[src/rtl/rdyBusPkg.sv]
package rdyBusPkg;
  typedef enum logic [1:0] {
    PH_IDLE = 2'd0,
    PH_ADDR = 2'd1,
    PH_DATA = 2'd2
  } busPhase_t;

  typedef struct packed {
    logic loadReq;
    logic phaseAddr;
    logic phaseData;
    logic captureRd;
  } busStrobes_t;
endpackage

[src/rtl/rdyBusCtrl.sv]
module rdyBusCtrl
  import rdyBusPkg::*;
(
  input  logic        clk,
  input  logic        rstN,
  input  logic        cfgRdyEn,
  input  logic        reqValid,
  input  logic        busRdy,
  output logic        reqReady,
  output logic        doneOut,
  output busStrobes_t strobes
);
  busPhase_t phase, phaseNext;
  logic rdyFall;
  logic rdyOk;
  logic doneQ;

  // ready is sampled in the middle of each bus cycle
  always_ff @(negedge clk or negedge rstN) begin
    if (!rstN) rdyFall <= 1'b0;
    else       rdyFall <= busRdy;
  end

  assign rdyOk = !cfgRdyEn || rdyFall;

  always_comb begin
    phaseNext = phase;
    unique case (phase)
      PH_IDLE: if (reqValid) phaseNext = PH_ADDR;
      PH_ADDR: if (rdyOk)    phaseNext = PH_DATA;
      PH_DATA: if (rdyOk)    phaseNext = PH_IDLE;
      default:               phaseNext = PH_IDLE;
    endcase
  end

  always_ff @(posedge clk or negedge rstN) begin
    if (!rstN) begin
      phase <= PH_IDLE;
      doneQ <= 1'b0;
    end else begin
      phase <= phaseNext;
      doneQ <= (phase == PH_DATA) && rdyOk;
    end
  end

  assign reqReady          = (phase == PH_IDLE);
  assign doneOut           = doneQ;
  assign strobes.loadReq   = (phase == PH_IDLE) && reqValid;
  assign strobes.phaseAddr = (phase == PH_ADDR);
  assign strobes.phaseData = (phase == PH_DATA);
  assign strobes.captureRd = (phase == PH_DATA) && rdyOk;
endmodule

[src/rtl/rdyBusDatapath.sv]
module rdyBusDatapath
  import rdyBusPkg::*;
#(
  parameter int ADDR_W = 8,
  parameter int DATA_W = 8
) (
  input  logic              clk,
  input  logic              rstN,
  input  busStrobes_t       strobes,
  input  logic              reqWrite,
  input  logic [ADDR_W-1:0] reqAddr,
  input  logic [DATA_W-1:0] reqWdata,
  input  logic [DATA_W-1:0] busDin,
  output logic [DATA_W-1:0] rdData,
  output logic              busFrame,
  output logic              busRd,
  output logic              busWr,
  output logic [ADDR_W-1:0] busAddr,
  output logic [DATA_W-1:0] busDout,
  output logic              busDoe
);
  logic              dirWrite;
  logic [ADDR_W-1:0] addrQ;
  logic [DATA_W-1:0] wdataQ;
  logic [DATA_W-1:0] rdataQ;
  logic              active;

  always_ff @(posedge clk or negedge rstN) begin
    if (!rstN) begin
      dirWrite <= 1'b0;
      addrQ    <= '0;
      wdataQ   <= '0;
    end else if (strobes.loadReq) begin
      dirWrite <= reqWrite;
      addrQ    <= reqAddr;
      wdataQ   <= reqWdata;
    end
  end

  always_ff @(posedge clk or negedge rstN) begin
    if (!rstN)                                rdataQ <= '0;
    else if (strobes.captureRd && !dirWrite) rdataQ <= busDin;
  end

  assign active   = strobes.phaseAddr || strobes.phaseData;
  assign busFrame = strobes.phaseAddr;
  assign busRd    = strobes.phaseAddr && !dirWrite;
  assign busWr    = strobes.phaseAddr && dirWrite;
  assign busAddr  = active ? addrQ : '0;
  assign busDoe   = active && dirWrite;
  assign busDout  = wdataQ;
  assign rdData   = rdataQ;
endmodule

[src/rtl/rdyBusMaster.sv]
module rdyBusMaster
  import rdyBusPkg::*;
#(
  parameter int ADDR_W = 8,
  parameter int DATA_W = 8
) (
  input  logic              clk,
  input  logic              rstN,
  input  logic              cfgRdyEn,
  input  logic              reqValid,
  input  logic              reqWrite,
  input  logic [ADDR_W-1:0] reqAddr,
  input  logic [DATA_W-1:0] reqWdata,
  output logic              reqReady,
  output logic              doneOut,
  output logic [DATA_W-1:0] rdData,
  output logic              busFrame,
  output logic              busRd,
  output logic              busWr,
  output logic [ADDR_W-1:0] busAddr,
  output logic [DATA_W-1:0] busDout,
  output logic              busDoe,
  input  logic [DATA_W-1:0] busDin,
  input  logic              busRdy
);
  busStrobes_t strobes;

  rdyBusCtrl ctrl_i (
    .clk      (clk),
    .rstN     (rstN),
    .cfgRdyEn (cfgRdyEn),
    .reqValid (reqValid),
    .busRdy   (busRdy),
    .reqReady (reqReady),
    .doneOut  (doneOut),
    .strobes  (strobes)
  );

  rdyBusDatapath #(.ADDR_W(ADDR_W), .DATA_W(DATA_W)) dp_i (
    .clk      (clk),
    .rstN     (rstN),
    .strobes  (strobes),
    .reqWrite (reqWrite),
    .reqAddr  (reqAddr),
    .reqWdata (reqWdata),
    .busDin   (busDin),
    .rdData   (rdData),
    .busFrame (busFrame),
    .busRd    (busRd),
    .busWr    (busWr),
    .busAddr  (busAddr),
    .busDout  (busDout),
    .busDoe   (busDoe)
  );
endmodule

[config.mk]
export PLATFORM = sky130hd
export DESIGN_NAME = rdyBusMaster
export DESIGN_NICKNAME = d
export VERILOG_FILES = /design/src/rtl/rdyBusPkg.sv /design/src/rtl/rdyBusCtrl.sv /design/src/rtl/rdyBusDatapath.sv /design/src/rtl/rdyBusMaster.sv
export SDC_FILE = /design/constraint.sdc
export NUM_CORES = 1
export LEC_CHECK = 0
export BUFFER_PORTS_ARGS = -buffer_cell sky130_fd_sc_hd__buf_4
export CORE_MARGIN = 2
export CORE_UTILIZATION = 45
export CTS_CLUSTER_DIAMETER = 50
export CTS_CLUSTER_SIZE = 16
export DETAILED_ROUTE_END_ITERATION = 16
export GPL_ROUTABILITY_DRIVEN = 0
export PLACE_DENSITY_LB_ADDON = 0.2
export SYNTH_ARGS = -nofsm -noshare
export SYNTH_HDL_FRONTEND = slang
export SYNTH_HIERARCHICAL = 1
export SYNTH_SLANG_ARGS = --single-unit
[constraint.sdc]
create_clock -name clk -period 1.7 [get_ports clk]
set_input_delay 0.425 -clock clk [delete_from_list [all_inputs] [get_ports clk]]
set_output_delay 0.425 -clock clk [all_outputs]
set_load 0.01 [all_outputs]
==> results.toml, run 1 <==
[sta]
relSlewSlack = 0.768
rsz0062_at_grt = "true"
finalSetupViolCount = 20
finalWorstSetupSlack_ns = -0.499
slew_viol_final = 0
hold_viol_final = 0
worstMarginPinSlew_ns = 0.348
finalClockSkew_ns = 0.00763

[clocking]
cts_sinks = 29
cts_root_buf = "clkbuf_4"
htreeDepth = 2
cts_tree = "built"
cts_buffer_depth = 2
clkTransAtPathRegs_ns = 0.09
clk_latency_ns = 0.31
cts_buffers = 5

[global_route]
grt_pass1_wl_mm = 4.36
grt_max_degree = 29
gr-total-overflow = 0
busiest_layer = "met2"
grt_pass1_vias = 924
antenna_found_initial = 0
grt_usage = 0.172
grt_use_met3 = 0.0476
grt_use_met1 = 0.215
grt_use_met2 = 0.287

[yosys]
yosys_warnings = 6
syn_inst = 79
yosysSeqAreaShare = 0.565
ys_seq_elements = 29
netlist_area_um2 = 1280
ys_types = 14
synth.avg_cell_area_um2 = 16.3
synth.net_count = 109

[worst_hold_path]
min_path_type = "in -> async"

[pwr]
powerDensity_nw_per_um2 = 1860
power_mw = 3.56
peakVddDrop_mv = 1.43
p_leak_nw = 0.960

[run]
max-cap-violations = 0

[setup_path]
crit_fanout = 8
crit_slowest_cell = "dfrtn_1"
r2r_slack_ns = -0.50
critPathKind = "reg -> reg"
worstSetupEndpointType = "flip-flop"
critPathMaxStageDelay_ns = 0.40
crit_chain = "nor2b_2, and2b_1, nor2b_4, buf_12, mux2_4"
r2r_cells = 5
timing.rr.end = "dp_i/rdData[2]"
reg2reg_from = "ctrl_i/rdyFall"
required_ns = 1.90
cp.arrival_ns = 2.40
critPathLaunchType = "flip-flop"

[route]
dr.pass1.iters = 4
vias = 879
vias_per_cell = 4.78
wl_mm = 2.58
wl_per_cell_um = 14.0
dr.first_iter.drc_count = 10
ant_nets = 0
post-route-drc-count = 0

[place]
portBuffers = 59
post-place-ws_ns = -0.492

[final_layout]
diodes = 0
syn_to_final_growth_pct = 48.7
drive_above_1_share = 0.706
layout.nets = 182

[floorplanning]
core-area_um2 = 2730
rows = 19
initial_core_util = 0.470
die_h_um = 57.4
ios = 60
die_area_um2 = 3300
die_w_um = 57.4

[run_status]
violations = "negative setup slack"
status = "finished with violations"
-- placed cells by master, fill, tap and decap left out --
cell type,netlist,final
nor2_1,2,1
a21o_1,1,1
buf_12,1,2
and2_1,1,1
mux2_4,19,19
nor2b_2,0,2
buf_6,2,2
dfrtn_1,1,1
nor2b_1,11,8
mux2_2,7,7
nor2b_4,2,3
and2b_1,2,2
clkbuf_1,0,3
buf_4,1,65
dfrtp_1,28,28
nor3b_4,0,1
nor2_4,0,2
clkbuf_4,0,5
-- per-layer routing --
| metal | vias to the layer above | part of all wire |
|---|---|---|
| met3 | 2 | 0.055 |
| li1 | 411 | - |
| met5 | - | 0 |
| met2 | 30 | 0.53 |
| met1 | 436 | 0.41 |
| met4 | 0 | 0.0054 |
-- how the worst max path moves through the flow --
stage	start	endpoint	cells after the start
after floorplan	ctrl_i/rdyFall	dp_i/rdData[0]	5
after CTS	ctrl_i/rdyFall	dp_i/rdData[4]	5
after detailed placement	ctrl_i/rdyFall	dp_i/rdData[4]	5
final	ctrl_i/rdyFall	dp_i/rdData[2]	5
after global placement	ctrl_i/rdyFall	dp_i/rdData[2]	5
after global routing	ctrl_i/rdyFall	dp_i/rdData[1]	5
-- cell usage after synthesis --
library cell / count / area share
a21o_1: 1 / 0.0058
and2_1: 1 / 0.0049
and2b_1: 2 / 0.012
buf_12: 1 / 0.016
buf_4: 1 / 0.0058
buf_6: 2 / 0.018
dfrtn_1: 1 / 0.019
dfrtp_1: 28 / 0.55
mux2_2: 7 / 0.061
mux2_4: 19 / 0.22
nor2_1: 2 / 0.0058
nor2b_1: 11 / 0.054
nor2b_4: 2 / 0.021
nor3b_2: 1 / 0.0097
-- worst max-delay path, delay by kind of cell (launching register included) --
kind	cells	cell delay, ns
buffers and inverters	1	0.14
flip-flops	1	0.40
multiplexers	1	0.29
AND/OR/NAND/NOR	3	0.40
-- repair_timing --
action	4_1_cts	5_1_grt
resized for setup	4	2
pin swaps	2	2
hold buffers	0	0
endpoints found under the setup margin	20	22
buffers inserted	3	2
hold endpoints to repair	0	0
cloned	1	0
-- cell families (layout without fill, tap and decap cells) --
logic type	Yosys count	after routing	synth area share
AOI/OAI and AO/OA	1	1	0.00584
buffers and inverters	4	77	0.0389
DFF	29	29	0.565
muxes	26	26	0.283
and+or+nand+nor	19	20	0.107
-- metrics by stage --
step	instance area, µm²	util	hold WS (ns)	TNS [ns]	cells
after detailed placement	1810	0.662	0.474	-4.26	172
after global routing	1910	0.699	0.133	-5.73	184
after global placement	1810	0.662	0.470	-3.98	172
after floorplan	1290	-	0.129	-3.85	79
final	1910	0.699	0.119	-4.34	184
after CTS	1900	0.694	0.128	-4.59	183
-- area by class of cell --
cell class	count	area (µm²)
fill	198	823
sequential	29	726
timing repair buffer	69	551
multi-input combinational	47	547
clock buffer	8	48.8
tap	31	38.8
-- where the power goes --
part,internal (mW),switching (mW)
Sequential,1.02,0.214
Clock,0.165,0.223
Combinational,1.22,0.711
-- state kept, by name, summed over array words and instances (netlist names) --
signal / cells
dp_i/rdData: 8
dp_i/busDout: 8
ctrl_i/rdyFall: 1
dp_i/dirWrite: 1
dp_i/addrQ: 8
ctrl_i/doneOut: 1
ctrl_i/phase: 2
Power figures use the tool's default switching activity.
==> run 2: changes to the inputs <==
Settings changed: SYNTH_HIERARCHICAL 1 to not set.
==> results.toml, run 2 <==
[run_status]
status = "finished with violations"
violations = "negative setup slack"

[place]
placedCellCount = 176
hpwl_mm = 2.00
portBuffers = 59
place_area_um2 = 1780

[floorplanning]
rows = 19
die_w_um = 57.0
initial_core_util = 0.467
die_h_um = 57.0
core-area_um2 = 2710
ios = 60
die_area_um2 = 3250

[global_route]
grt_pass1_vias = 1055
grt_usage = 0.207
grt_pass1_wl_mm = 4.95
gr-total-overflow = 0
antenna_found_initial = 0
grt_max_degree = 29

[setup_path]
crit_slowest_cell = "dfrtn_1"
cpLargestDelayFamily = "flip-flops"
cp.arrival_ns = 2.30
critPathLaunchType = "flip-flop"
crit_fanout = 8
critPathMaxStageDelay_ns = 0.39
required_ns = 1.91
critPathKind = "reg -> reg"
crit_chain = "nand2b_4, and3b_2, buf_12, mux2_4"
worst-path-buf-inv = 1
worstSetupEndpointType = "flip-flop"

[sta]
hold_viol_final = 0
relSlewSlack = 0.723
finalWorstSetupSlack_ns = -0.391
worstMarginPinSlew_ns = 0.413
rsz0062_at_grt = "true"
finalClockSkew_ns = 0.00670
slew_viol_final = 0
finalSetupViolCount = 22

[pwr]
power_mw = 4.06
powerDensity_nw_per_um2 = 1970
peakVddDrop_mv = 1.50
p_leak_nw = 1.01

[final_layout]
layout.nets = 194
drive_above_1_share = 0.795
diodes = 0
fin_util = 0.759
syn_to_final_growth_pct = 62.7
finalNonFillerCells = 192
final_area_um2 = 2060
final_cell_mix = "54 x buf_4, 28 x dfrtp_1, 17 x mux2_2, 15 x buf_6, 10 x and2_4"
layout_commonest_cell = "buf_4"

[clocking]
cts_root_buf = "clkbuf_4"
clk_latency_ns = 0.32
clkTransAtPathRegs_ns = 0.09
cts_tree = "built"
cts_buffer_depth = 2
hold_buffers = 0
cts_buffers = 5
htreeDepth = 2
cts_sinks = 29

[route]
wl_mm = 2.98
vias = 972
wl_per_cell_um = 15.5
post-route-drc-count = 0
vias_per_cell = 5.06
dr.pass1.iters = 4
dr.first_iter.drc_count = 34
ant_nets = 0

[yosys]
synth_common_cells = "28 x dfrtp_1, 18 x mux2_2, 10 x and2_1"
ys_seq_elements = 29
synth_largest_area_cell = "dfrtp_1"
synth.net_count = 118
netlist_area_um2 = 1260
synth_edf_count = 0
ys_top_cells_by_area = "dfrtp_1 55%, mux2_2 16%, mux2_4 9.5%"
syn_inst = 84
synth.avg_cell_area_um2 = 15.1
ys_types = 17
yosysMostFrequentCell = "dfrtp_1"
synth_ff_type = "dfrtp_1"
synth_top_area_frac = 0.554
synthArstFlopShare = 1.00
yosys_warnings = 0
yosysSeqAreaShare = 0.574

[worst_hold_path]
min_path_type = "in -> async"

[run]
max-cap-violations = 0
==> run 2: cell types whose count changed after synthesis, sizes merged, moves of 2 or more <==
cell,previous run,this run
and2b,2,0
o21ai,0,2
inv,0,3
ha,0,4
buf,4,2
and2,1,11
nor2b,13,1
==> run 2: kinds of logic (layout without fill, tap and decap cells) <==
family                   after synthesis  in the layout  synth area share
AO/OA/AOI/OAI                          4              4            0.0188
buffers and inverters                  5             82            0.0267
AND/OR/NAND/NOR                       16             16            0.0861
multiplexers                          26             26             0.255
flip-flops                            29             29             0.574
adder cells (fa/ha/maj)                4              4            0.0396
==> run 2: final cells by class <==
class / instances / area, µm²
Inverter: 3 / 11.3
Sequential cell: 29 / 726
Clock inverter: 1 / 5.00
Clock buffer: 7 / 65.1
Multi-Input combinational cell: 50 / 598
Fill cell: 182 / 652
Tap cell: 31 / 38.8
Timing Repair Buffer: 71 / 614
==> run 2: routing by layer <==
| layer | vias up | GRT usage | part of all wire |
|---|---|---|---|
| met1 | 482 | 0.232 | 0.36 |
| met2 | 41 | 0.345 | 0.53 |
| li1 | 438 | - | - |
| met5 | - | 0 | 0 |
| met3 | 11 | 0.0930 | 0.078 |
| met4 | 0 | 0.0797 | 0.030 |
==> run 2: final timing paths <==
check / from / end / slack [ns] / cells after the start
min reg2reg: dp_i.busDout[2] / dp_i.busDout[2] / 0.51 / 1
max: ctrl_i.rdyFall / dp_i.rdData[4] / -0.39 / 4
max in group asynchronous: rstN / ctrl_i.rdyFall / 0.96 / 1
max reg2reg: ctrl_i.rdyFall / dp_i.rdData[4] / -0.39 / 4
min in group clk: busDin[6] / dp_i.rdData[6] / 0.33 / 2
min: rstN / dp_i.rdData[3] / 0.11 / 2
==> run 2: per-stage QoR <==
stage	hold WS, ns	setup slack, ns	TNS [ns]
6_report	0.113	-0.391	-4.73
5_1_grt	0.132	-0.414	-5.83
4_1_cts	0.111	-0.396	-4.52
3_5_place_dp	0.476	-0.409	-3.87
3_3_place_gp	0.473	-0.375	-3.44
2_1_floorplan	0.129	-0.358	-3.04
==> run 2: what timing repair did <==
action | CTS | global route
setup buffers | 5 | 4
resized for setup | 32 | 13
pin swaps | 6 | 5
setup endpoints to repair | 22 | 22
==> run 2: report_power, final <==
part / leakage [nW] / total [mW] / switching (mW) / internal, mW
combinational: 0.628 / 2.37 / 0.876 / 1.50
clock: 0.0413 / 0.473 / 0.234 / 0.239
sequential: 0.346 / 1.21 / 0.189 / 1.02
total: 1.01 / 4.06 / 1.30 / 2.76
==> run 2: worst reg2reg max path, cell delays in order (launching register included) <==
cell and delay (ns):
dfrtn_1 0.39, nand2b_4 0.11, and3b_2 0.20, buf_12 0.14, mux2_4 0.30
